===== src/rtl/shc_pkg.sv =====
// Package: shared state codes for the synchronized halt controller.
// Assumes: two-bit state field per core; the encoding is visible at the ports.
package shc_pkg;
    typedef enum logic [1:0] {
        ST_RUN   = 2'b00,
        ST_DEBUG = 2'b01,
        ST_HALT  = 2'b10
    } core_st_t;
endpackage


===== src/rtl/shc_sync.sv =====
// Module: shc_sync
// Two-flop synchronizer for a vector of asynchronous single-bit flags.
// Assumes: each bit is a level that is independent of the others; no bus coherency is needed.
module shc_sync #(
    parameter int W = 4
) (
    input  logic         clk,
    input  logic         rst_n,
    input  logic [W-1:0] async_i,
    output logic [W-1:0] sync_o
);
    logic [W-1:0] meta_q;
    logic [W-1:0] stable_q;

    // Two register stages per bit, both cleared by reset.
    always_ff @(posedge clk) begin
        if (!rst_n) begin
            meta_q   <= '0;
            stable_q <= '0;
        end else begin
            meta_q   <= async_i;
            stable_q <= meta_q;
        end
    end

    assign sync_o = stable_q;
endmodule


===== src/rtl/shc_core_ctl.sv =====
// Module: shc_core_ctl
// Per-core run-control state: RUN, DEBUG or HALT, plus a registered resume pulse.
// Assumes: start_i, join_i and release_i come from the central control and are
// mutually consistent (join and release never both high; start only while idle).
module shc_core_ctl
    import shc_pkg::*;
(
    input  logic       clk,
    input  logic       rst_n,
    input  logic       start_i,
    input  logic       trig_i,
    input  logic       part_i,
    input  logic       join_i,
    input  logic       release_i,
    output logic [1:0] state_o,
    output logic       halt_o,
    output logic       resume_o
);
    core_st_t state_q;
    core_st_t state_d;

    // Next-state selection for this core.
    always_comb begin
        state_d = state_q;
        unique case (state_q)
            ST_RUN: begin
                if (start_i && trig_i) begin
                    state_d = ST_DEBUG;
                end else if (start_i && part_i) begin
                    state_d = ST_HALT;
                end
            end
            ST_HALT: begin
                if (join_i) begin
                    state_d = ST_DEBUG;
                end else if (release_i) begin
                    state_d = ST_RUN;
                end
            end
            ST_DEBUG: begin
                if (release_i) begin
                    state_d = ST_RUN;
                end
            end
            default: state_d = ST_RUN;
        endcase
    end

    // State register and resume pulse register.
    always_ff @(posedge clk) begin
        if (!rst_n) begin
            state_q  <= ST_RUN;
            resume_o <= 1'b0;
        end else begin
            state_q  <= state_d;
            resume_o <= release_i && (state_q == ST_DEBUG);
        end
    end

    assign state_o = state_q;
    assign halt_o  = (state_q == ST_HALT);

    // a resume pulse lasts a single cycle.
    p_resume_single_r6: assert property (@(posedge clk) disable iff (!rst_n)
        resume_o |=> !resume_o);

    // a resume pulse only follows a cycle spent in DEBUG.
    p_resume_from_debug_r6: assert property (@(posedge clk) disable iff (!rst_n)
        resume_o |-> ($past(state_q) == ST_DEBUG));

    // the state register never holds the unused code.
    p_state_legal_r3: assert property (@(posedge clk) disable iff (!rst_n)
        state_o != 2'b11);
endmodule


===== src/rtl/shc_periph_gate.sv =====
// Module: shc_periph_gate
// Halt lines for the peripherals: each is set when a halt starts (if the
// peripheral participates) and cleared on release.
// Assumes: part_i is the mask latched by the central control at halt start.
module shc_periph_gate #(
    parameter int NP = 2
) (
    input  logic          clk,
    input  logic          rst_n,
    input  logic          start_i,
    input  logic          release_i,
    input  logic [NP-1:0] mask_i,
    input  logic [NP-1:0] part_i,
    output logic [NP-1:0] halt_o
);
    for (genvar g = 0; g < NP; g++) begin : g_periph
        logic halt_q;

        // Set on halt start for participants, clear on release.
        always_ff @(posedge clk) begin
            if (!rst_n) begin
                halt_q <= 1'b0;
            end else if (start_i && mask_i[g]) begin
                halt_q <= 1'b1;
            end else if (release_i) begin
                halt_q <= 1'b0;
            end
        end

        assign halt_o[g] = halt_q;

        // a halted peripheral was a participant in the latched mask.
        p_periph_part_r7: assert property (@(posedge clk) disable iff (!rst_n)
            halt_q |-> part_i[g]);
    end
endmodule


===== src/rtl/sync_halt_ctrl.sv =====
// Module: sync_halt_ctrl (top)
// Synchronized halt and restart for NC cores and NP peripherals. A rising
// synchronized debug entry on a participating core halts all other
// participants; release waits for every debugging core's ready flag.
// Assumes: dbg_entry_i is asynchronous, dbg_ready_i and part_mask_i are
// synchronous to clk.
module sync_halt_ctrl
    import shc_pkg::*;
#(
    parameter int NC = 4,
    parameter int NP = 2
) (
    input  logic               clk,
    input  logic               rst_n,
    input  logic [NC-1:0]      dbg_entry_i,
    input  logic [NC-1:0]      dbg_ready_i,
    input  logic [NC+NP-1:0]   part_mask_i,
    output logic [NC-1:0]      core_halt_o,
    output logic [NP-1:0]      periph_halt_o,
    output logic [NC-1:0]      core_resume_o,
    output logic [2*NC-1:0]    core_state_o,
    output logic [NC-1:0]      halt_src_o
);
    localparam int NT = NC + NP;

    logic [NC-1:0] entry_s;
    logic [NC-1:0] entry_prev_q;
    logic [NC-1:0] rise_w;
    logic [NC-1:0] trig_w;
    logic [NC-1:0] join_w;
    logic [NC-1:0] in_debug_w;
    logic [NC-1:0] in_halt_w;
    logic [NT-1:0] part_q;
    logic [NC-1:0] src_q;
    logic          halted_q;
    logic          start_w;
    logic          all_ready_w;
    logic          release_w;

    shc_sync #(.W(NC)) u_sync (
        .clk     (clk),
        .rst_n   (rst_n),
        .async_i (dbg_entry_i),
        .sync_o  (entry_s)
    );

    // Previous synchronized entry, for rising-edge detection.
    always_ff @(posedge clk) begin
        if (!rst_n) begin
            entry_prev_q <= '0;
        end else begin
            entry_prev_q <= entry_s;
        end
    end

    // Central decisions: trigger, join and release conditions.
    always_comb begin
        rise_w      = entry_s & ~entry_prev_q;
        trig_w      = rise_w & part_mask_i[NC-1:0];
        start_w     = !halted_q && (|trig_w);
        join_w      = {NC{halted_q}} & rise_w & part_q[NC-1:0] & in_halt_w;
        all_ready_w = &(~in_debug_w | dbg_ready_i);
        release_w   = halted_q && !(|join_w) && all_ready_w;
    end

    // System halt flag, latched mask and sticky source record.
    always_ff @(posedge clk) begin
        if (!rst_n) begin
            halted_q <= 1'b0;
            part_q   <= '0;
            src_q    <= '0;
        end else if (start_w) begin
            halted_q <= 1'b1;
            part_q   <= part_mask_i;
            src_q    <= trig_w;
        end else if (release_w) begin
            halted_q <= 1'b0;
            src_q    <= '0;
        end
    end

    for (genvar c = 0; c < NC; c++) begin : g_core
        logic [1:0] st;

        shc_core_ctl u_core (
            .clk       (clk),
            .rst_n     (rst_n),
            .start_i   (start_w),
            .trig_i    (trig_w[c]),
            .part_i    (part_mask_i[c]),
            .join_i    (join_w[c]),
            .release_i (release_w),
            .state_o   (st),
            .halt_o    (core_halt_o[c]),
            .resume_o  (core_resume_o[c])
        );

        assign core_state_o[2*c +: 2] = st;
        assign in_debug_w[c]          = (st == ST_DEBUG);
        assign in_halt_w[c]           = (st == ST_HALT);
    end

    shc_periph_gate #(.NP(NP)) u_periph (
        .clk       (clk),
        .rst_n     (rst_n),
        .start_i   (start_w),
        .release_i (release_w),
        .mask_i    (part_mask_i[NT-1:NC]),
        .part_i    (part_q[NT-1:NC]),
        .halt_o    (periph_halt_o)
    );

    assign halt_src_o = src_q;

    // after a release every halt line is down.
    p_release_clear_r5: assert property (@(posedge clk) disable iff (!rst_n)
        release_w |=> (core_halt_o == '0) && (periph_halt_o == '0));

    // a join cycle produces no resume pulse.
    p_join_defers_r9: assert property (@(posedge clk) disable iff (!rst_n)
        (|join_w) |=> (core_resume_o == '0));

    // the source record holds while the system stays halted.
    p_src_sticky_r10: assert property (@(posedge clk) disable iff (!rst_n)
        (halted_q && !release_w) |=> $stable(halt_src_o));

    // a core outside the latched mask is never halted.
    p_core_unmasked_r7: assert property (@(posedge clk) disable iff (!rst_n)
        (core_halt_o & ~part_q[NC-1:0]) == '0);
endmodule


===== config.mk =====
export PLATFORM = sky130hd
export DESIGN_NAME = sync_halt_ctrl
export DESIGN_NICKNAME = d
export VERILOG_FILES = /design/src/rtl/shc_pkg.sv /design/src/rtl/shc_sync.sv /design/src/rtl/shc_core_ctl.sv /design/src/rtl/shc_periph_gate.sv /design/src/rtl/sync_halt_ctrl.sv
export SDC_FILE = /design/constraint.sdc
export NUM_CORES = 1
export LEC_CHECK = 0
export BUFFER_PORTS_ARGS = -buffer_cell sky130_fd_sc_hd__buf_4
export CORE_MARGIN = 2
export CORE_UTILIZATION = 35
export DETAILED_ROUTE_END_ITERATION = 8
export PLACE_DENSITY = 0.55
export SYNTH_ARGS = -nofsm -noshare
export SYNTH_HDL_FRONTEND = slang
export SYNTH_HIERARCHICAL = 1
export SYNTH_SLANG_ARGS = --single-unit

===== constraint.sdc =====
create_clock -name clk -period 2.5 [get_ports clk]
set_clock_uncertainty 0.15 [all_clocks]
set_input_delay 0.25 -clock clk [delete_from_list [all_inputs] [get_ports clk]]
set_output_delay 0.25 -clock clk [all_outputs]
set_load 0.005 [all_outputs]

==> flow_summary.toml, run 1 <==
[worst_setup_path]
r2r_setup_slack_ps = 500
crit_arrival_ps = 2010
critPathMaxStageDelay_ps = 490
cp_slowest_cell = "dfxtp_1"
cp.required_ps = 2510
critical_path_peak_fanout = 11
start_kind = "flip-flop"
endpoint_kind = "flip-flop"
critical_path_class = "flip-flop to flip-flop"
cpLargestDelayFamily = "compound AO/OA/AOI/OAI gates"
crit_chain = "nor2_1 > a221oi_1 > nand4b_1 > nor4_4 > buf_4 > nor3b_1 > a31oi_1 > a21oi_1"
path_buf_inv = 1

[place]
io_buffer_count = 37
hpwl_mm = 2.32
gp_congestion = 0.781

[routing]
wl_per_cell_um = 12.3
drt_wl_total_mm = 3.20
drtIter0Drc = 100
drc = 0
via_per_inst = 4.95
drt_pass1_iterations = 4
vias = 1287
antenna_left = 0

[timing]
tightest_slew_ps = 304
tns_ps = 0
setup_viol = 0
slew_headroom_pct = 79.7
min_period_ps = 2000
fin_crit_sh_pct = 79.9
hold_violations = 0
rsz0062_at_grt = "false"
maxSlewViolCount = 0
clock.fmax_ghz = 0.500

[synth]
synthesis.area_um2 = 1490
syn_inst = 164
ys_warn_count = 6
synth_area_per_cell_um2 = 9.09
synth_fp_nets = 180

[power]
power.total_mw = 1.13
ir_drop_mv = 0.362
leakage_nw = 0.815
cellPowerDensity_nw_per_um2 = 588

[cts]
htreeDepth = 2
clk_pin_slew_ps = 70
clock_path_buffers = 2
cts_tree = "yes"
clock_latency_ps = 280
postCtsSetupRepairBufs = 0
cts.sinks = 35
hold_buffers = 0
cts-root-buf = "clkbuf_8"
cts_made_buffers = 5
ctsResizeCount = 0

[final_layout]
fin_util_pct = 47.6
drive_gt1_share_pct = 27.6
antennaDiodeCount = 0
final_common_cell = "buf_4"
fin_nets = 225
fillers = 410
layout_common_cells = "42 x buf_4, 35 x dfxtp_1, 14 x nand2_1"
syn_to_final_growth_pct = 29.4

[hold_path]
hold_path.class = "input port to flip-flop"

[global_route]
grt_usage_pct = 14.0
grt_first_pass_wirelength_mm = 5.51
antenna_found_initial = 0
grt_max_degree = 34
grt_pass1_vias = 1276
overflow = 0

[floorplan]
start_util_pct = 36.8
dieWidth_um = 69.3
dieArea_um2 = 4800
ios = 38
dieHeight_um = 69.3
rows = 23
core_area_um2 = 4060

[status]
status = "finished, final reports clean"

[flow_run]
cap_viol_max_count = 0
-- per-stage QoR --
| step | hold WS (ps) | instance area, um2 | setup WS, ps | instances |
|---|---|---|---|---|
| global route | 18.7 | 1930 | 296 | 260 |
| finish | 24.6 | 1930 | 502 | 260 |
| CTS | 16.3 | 1930 | 485 | 260 |
| detailed placement | 273 | 1850 | 506 | 252 |
| global placement | 268 | 1850 | 551 | 252 |
| floorplan | 222 | 1490 | 463 | 164 |
-- worst paths after layout --
check,start,to,depth (start not counted)
setup / recovery,g_core[2].u_core/state_o[1]$_SDFFE_PN0P_,g_core[1].u_core/state_o[0]$_SDFFE_PN0P_,8
hold / removal,dbg_entry_i[2],u_sync/meta_q[2]$_SDFF_PN0_,2
setup reg to reg,g_core[2].u_core/state_o[1]$_SDFFE_PN0P_,g_core[1].u_core/state_o[0]$_SDFFE_PN0P_,8
hold reg to reg,u_sync/meta_q[2]$_SDFF_PN0_,u_sync/sync_o[2]$_SDFF_PN0_,1
-- routing by layer --
layer | track usage, % | vias up | part of all wire, %
li1 | - | 669 | -
met1 | 16.8 | 588 | 47
met2 | 23.8 | 28 | 48
met3 | 4.07 | 2 | 5.0
met4 | 4.58 | 0 | 0.53
met5 | 0 | - | 0
-- power breakdown --
group / total [mW] / switching, mW / leakage (nW) / internal (mW)
Combinational: 0.147 / 0.0696 / 0.489 / 0.0769
Clock: 0.389 / 0.194 / 0.0412 / 0.195
Sequential: 0.600 / 0.0195 / 0.285 / 0.580
Total: 1.13 / 0.283 / 0.815 / 0.852
-- cell type report --
cell class              instances  area (um2)  share of cell area [%]
clock buffers                   6        72.6                    3.76
well taps                      50        62.6                    3.24
repair buffers                 42         315                    16.3
multi-input cells             116         733                    38.0
inverters                       9        33.8                    1.75
clock inverters                 2        12.5                   0.648
flip-flops and latches         35         701                    36.3
-- state kept, by name, indices dropped and copies added (netlist names) --
signal / flops
entry_prev_q: 4
g_core.u_core/resume_o: 4
g_core.u_core/state_o: 8
halt_src_o: 4
halted_q: 1
part_q: 4
u_periph/g_periph.halt_q: 2
u_sync/meta_q: 4
u_sync/sync_o: 4
No activity file was read; power rests on OpenSTA's default activity.
==> run 2: changes to the inputs <==
Settings changed: ABC_AREA set to 1, PLACE_DENSITY 0.55 to 0.54.
Clock period 2.5 ns to 1.9 ns, I/O delays scaled along.
==> run 2 against run 1 <==
Net effect:
- worst hold slack got worse by 16 ps
- routed wire length increased by 13%
- synthesized cell count increased by 52%
- cell count increased by 39%
- critical path type unchanged
- global-route usage increased by 0.71 points
- via count increased by 20%
- sequential cell count unchanged
- sequential power increased by 32%
- fmax increased by 17%
- sequential share of layout area decreased by 5.3 points
- count of clock-buffer cells in the layout unchanged
==> flow_summary.toml, run 2 <==
[worst_setup_path]
crit_arrival_ps = 1750
cp.required_ps = 1940
endpoint_kind = "flip-flop"
regToRegEndpoint = "g_core[3].u_core/state_o[0]$_SDFFE_PN0P_"
r2r-start = "g_core[0].u_core/state_o[0]$_SDFFE_PN0P_"
r2r_setup_slack_ps = 190
start_kind = "flip-flop"
critical_path_class = "flip-flop to flip-flop"
reg2reg_depth = 12
critical_path_peak_fanout = 10

[timing]
clock.fmax_ghz = 0.585
tns_ps = 0
min_period_ps = 1710
maxSlewViolCount = 0
hold_violations = 0
fin_crit_sh_pct = 89.9
tightest_slew_ps = 331
slew_headroom_pct = 77.9
setup_viol = 0
rsz0062_at_grt = "false"

[power]
leakage_nw = 1.30
ir_drop_mv = 0.625
cellPowerDensity_nw_per_um2 = 784
power.total_mw = 1.77

[final_layout]
final-seq-area_um2 = 702
layout_common_cells = "67 x nand2_1, 56 x inv_1, 46 x buf_4"
fin_util_pct = 48.2
antennaDiodeCount = 0
multiInputGateArea_um2 = 718
syn_to_final_growth_pct = 34.5
fillers = 499
fin_nets = 322
drive_gt1_share_pct = 26.7
final_common_cell = "nand2_1"
largest_register_ffs = 8

[cts]
cts_tree = "yes"
cts_made_buffers = 5
cts-root-buf = "clkbuf_8"
clk_pin_slew_ps = 80
clock_latency_ps = 290
htreeDepth = 2
clock_path_buffers = 2
cts.sinks = 35

[floorplan]
rows = 25
core_area_um2 = 4690
dieWidth_um = 73.3
ios = 38
start_util_pct = 35.9
dieArea_um2 = 5380
dieHeight_um = 73.3

[synth]
syn_inst = 250
synth_area_per_cell_um2 = 6.73
synth_fp_nets = 266
ys_warn_count = 6
synthesis.area_um2 = 1680

[global_route]
grt_max_degree = 31
grt_pass1_vias = 1438
overflow = 0
antenna_found_initial = 0
grt_first_pass_wirelength_mm = 6.07
grt_usage_pct = 14.7

[hold_path]
holdPathEnd = "part_q[3]$_SDFFE_PN0P_"
worstHoldStart = "part_mask_i[3]"
hold_path.class = "input port to flip-flop"
worstHoldPathCells = 3

[routing]
drt_pass1_iterations = 4
drtIter0Drc = 32
antenna_left = 0
wl_per_cell_um = 10.0
via_per_inst = 4.28
drt_wl_total_mm = 3.62
drc = 0
vias = 1544

[place]
gp_congestion = 0.828
hpwl_mm = 2.62
io_buffer_count = 37

[status]
status = "finished, final reports clean"

[flow_run]
cap_viol_max_count = 0
## run 2: what timing repair did
item | in CTS | in global routing
buffers inserted | 0 | 0
endpoints found under the setup margin | 0 | 2
resized for setup | 0 | 1
hold buffers | 8 | 0
hold endpoints to repair | 8 | 0
## run 2: how the worst max path moves through the flow
stage | slack (ps) | from | to
after global routing | 7 | g_core[1].u_core/state_o[1]$_SDFFE_PN0P_ | g_core[1].u_core/state_o[0]$_SDFFE_PN0P_
after floorplan | 250 | g_core[2].u_core/state_o[1]$_SDFFE_PN0P_ | g_core[2].u_core/state_o[0]$_SDFFE_PN0P_
final | 190 | g_core[0].u_core/state_o[0]$_SDFFE_PN0P_ | g_core[3].u_core/state_o[0]$_SDFFE_PN0P_
after detailed placement | 180 | g_core[1].u_core/state_o[1]$_SDFFE_PN0P_ | g_core[0].u_core/state_o[0]$_SDFFE_PN0P_
after CTS | 170 | g_core[1].u_core/state_o[1]$_SDFFE_PN0P_ | g_core[0].u_core/state_o[0]$_SDFFE_PN0P_
after global placement | 190 | g_core[1].u_core/state_o[1]$_SDFFE_PN0P_ | g_core[0].u_core/state_o[0]$_SDFFE_PN0P_
## run 2: metrics by stage
stage	cells	hold slack, ps	setup slack (ps)	area (um2)
after global routing	361	20.0	6.61	2260
final	361	8.23	192	2260
after floorplan	250	133	246	1680
after global placement	345	216	190	2060
after detailed placement	345	224	176	2060
after CTS	361	4.00	174	2260
## run 2: worst max-delay path, stage by stage (launching register included)
cell and delay, ps:
dfxtp_1 450, nor2_1 120, nand3b_4 90, nand2_1 60
nor2_2 120, nand2_4 80, inv_1 80, buf_4 160
inv_1 60, nand3_1 70, nand3_1 70, nand2_1 60
inv_1 40
## run 2: area by class of cell
cell class / instances / area share [%]
timing repair buffer: 54 / 18.8
multi-input combinational: 149 / 31.7
clock inverter: 2 / 1.71
clock buffer: 6 / 3.65
sequential: 35 / 31.0
tap: 54 / 2.99
inverter: 61 / 10.1
## run 2: power by group
part,switching (mW),internal (mW)
clock,0.286,0.432
combinational,0.144,0.124
sequential,0.0212,0.767
## run 2: per-layer routing
metal  share of wire [%]  up-vias  track usage [%]
li1                    -      847                -
met1                  49      657             17.0
met2                  45       33             24.6
met3                 4.4        7             3.98
met4                 2.3        0             7.68
met5                   0        -                0
==> run 3: changes to the inputs <==
Settings changed: PLACE_DENSITY 0.54 to 0.55, SYNTH_HIERARCHICAL 1 to unset.
==> run 3 against run 2 <==
Net effect:
- total power is 8.3% lower
- combinational power is 14% lower
- worst setup slack better by 14 ps
- first-iteration DRC count is 72% higher
- sequential power is 0.9% higher
- sequential share of layout area is 3.3 points higher
- sequential cell count stayed put
- critical endpoint is now g_core[0].u_core.state_o[1]$_SDFFE_PN0P_
- critical path depth is 2 lower
- cell count is 16% lower
- largest power group unchanged
- design area is 9.8% lower
- clock power is 16% lower
==> flow_summary.toml, run 3 <==
[status]
status = "finished, final reports clean"

[final_layout]
layout_common_cells = "52 x nand2_1, 39 x buf_4, 35 x dfxtp_1"
final-seq-area_um2 = 701
multiInputGateArea_um2 = 704
fillers = 469
design_area_um2 = 2040
drive_gt1_share_pct = 30.7
antennaDiodeCount = 0
fin_nets = 266
fin_util_pct = 43.8
syn_to_final_growth_pct = 22.9
largest_register_ffs = 8
final_common_cell = "nand2_1"
layout.cells.non_filler = 305

[power]
power.total_mw = 1.63
p_int_mw = 1.20
ir_drop_mv = 0.427
leakage_nw = 1.06
p_seq_share_pct = 49.0
p_sw_mw = 0.428
cellPowerDensity_nw_per_um2 = 797
pwr-share-comb_pct = 14.1
pwr-share-clk_pct = 36.9
swShare_pct = 26.3

[global_route]
grt_max_degree = 20
grt_first_pass_wirelength_mm = 5.55
grt_usage_pct = 13.8
overflow = 0
antenna_found_initial = 0
grt_pass1_vias = 1271

[synth]
synth_fp_nets = 232
synthesis.area_um2 = 1660
synthFlopType = "dfxtp_1"
synth_area_per_cell_um2 = 7.69
syn_inst = 216
synth_cell_types = 25
synth_edf_count = 0
synth_common_cells = "53 x nand2_1, 35 x dfxtp_1, 32 x inv_1, 18 x nand3_1, 16 x a21oi_1"
ys_ff_latch = 35
synth_top_area_cell = "dfxtp_1"
ys_warn_count = 0
yosysSeqAreaShare_pct = 42.2
netlist.area_leader.share_pct = 42.2
synth.most_common_cell = "nand2_1"
synth_area_leaders = "dfxtp_1 42%, nand2_1 12%, inv_1 7.2%, nand3_1 5.4%, a21oi_1 4.8%"
synthArstFlopShare_pct = 0

[place]
hpwl_mm = 2.46
place_inst = 293
post-place-ws_ps = 129
io_buffer_count = 37
gp_congestion = 0.767
dpl-instance-area_um2 = 1900

[cts]
clock_path_buffers = 2
clock_latency_ps = 290
cts_tree = "yes"
cts_made_buffers = 5
cts.sinks = 35
cts-root-buf = "clkbuf_8"
postCtsSetupRepairBufs = 0
htreeDepth = 2
clk_pin_slew_ps = 70

[routing]
wl_per_cell_um = 11.2
antenna_left = 0
vias = 1366
drt_wl_total_mm = 3.40
drt_pass1_iterations = 4
drc = 0
via_per_inst = 4.48
drtIter0Drc = 55

[worst_setup_path]
worst_path_most_repeated_cell = "nand2_1"
cp_slowest_cell = "dfxtp_1"
crit_arrival_ps = 1770
endpoint_kind = "flip-flop"
critical_path_peak_fanout = 19
regToRegEndpoint = "g_core[0].u_core.state_o[1]$_SDFFE_PN0P_"
critPathMaxStageDelay_ps = 490
cpLargestDelayFamily = "simple AND/OR/NAND/NOR gates"
start_kind = "flip-flop"
cp.required_ps = 1970
r2r_setup_slack_ps = 210
crit_cells = 10
reg2reg_depth = 10
crit_chain = "nand2_1 > nor2_2 > nand2_2 > nand2_1 > nor2_2 > nand2_4 > nand2_1 > nand2_1 > nand2_1 > nor2_1"
path_buf_inv = 0
r2r-start = "halted_q$_SDFFE_PN0P_"
critical_path_class = "flip-flop to flip-flop"

[timing]
clock.fmax_ghz = 0.590
min_period_ps = 1690
tns_ps = 0
slew_headroom_pct = 59.1
maxSlewViolCount = 0
tightest_slew_ps = 613
rsz0062_at_grt = "false"
fin_ws_ps = 206
hold_violations = 0
hold_slack_ps = 34.9
fin_crit_sh_pct = 89.2
setup_viol = 0

[floorplan]
core_area_um2 = 4660
ios = 38
rows = 25
start_util_pct = 35.6
dieWidth_um = 72.9
dieHeight_um = 72.9
dieArea_um2 = 5310

[hold_path]
hold_path.class = "input port to flip-flop"
holdPathEnd = "u_periph.g_periph[1].halt_q$_SDFFE_PN0P_"
worstHoldStart = "part_mask_i[5]"
worstHoldPathCells = 3

[flow_run]
cap_viol_max_count = 0
-- run 3: kinds of logic (layout without fill, tap and decap cells) --
logic type,count (synthesis),count (layout),synth area share [%]
buf+inv,52,87,15.5
flops,35,35,42.2
simple gates,107,107,34.4
compound gates,22,22,7.84
-- run 3: layout make-up --
class                      instances  share of cell area (%)
multi-input combinational        129                    34.5
sequential                        35                    34.3
timing repair buffer              43                    16.3
inverter                          36                    6.62
clock buffer                       8                    4.90
tap                               54                    3.31
-- run 3: power groups by stage --
stage	registers (mW)	logic [mW]	clock network (mW)
global placement	0.813	0.223	0
detailed placement	0.813	0.226	0
global route	0.801	0.256	0.650
floorplan	0.806	0.165	0
CTS	0.796	0.233	0.619
finish	0.796	0.230	0.600
-- run 3: tightest hold or removal path, stage by stage --
cell     delay (ps)
buf_4           110
nand3_1          80
a21oi_2          50
-- run 3: timing repair --
item	4_1_cts	5_1_grt
hold endpoints to repair	4	0
gates resized for setup	0	1
setup endpoints to repair	0	3
hold buffers	4	0
-- run 3: per-layer routing --
| metal | vias up | global-route usage, % | wire, um |
|---|---|---|---|
| li1 | 731 | - | - |
| met1 | 599 | 16.8 | 1560 |
| met2 | 29 | 22.3 | 1600 |
| met3 | 7 | 3.87 | 175 |
| met4 | 0 | 6.79 | 65 |
| met5 | - | 0 | 0 |
-- run 3: worst max path at each step --
stage	slack [ps]	startpoint	end
after floorplan	410	g_core[2].u_core.state_o[0]$_SDFFE_PN0P_	g_core[3].u_core.state_o[0]$_SDFFE_PN0P_
after global placement	150	u_sync.sync_o[2]$_SDFF_PN0_	halt_src_o[0]$_SDFFE_PN0P_
after detailed placement	130	u_sync.sync_o[2]$_SDFF_PN0_	halt_src_o[0]$_SDFFE_PN0P_
after CTS	110	u_sync.sync_o[2]$_SDFF_PN0_	halt_src_o[0]$_SDFFE_PN0P_
after global routing	60	halted_q$_SDFFE_PN0P_	g_core[0].u_core.state_o[1]$_SDFFE_PN0P_
final	210	halted_q$_SDFFE_PN0P_	g_core[0].u_core.state_o[1]$_SDFFE_PN0P_
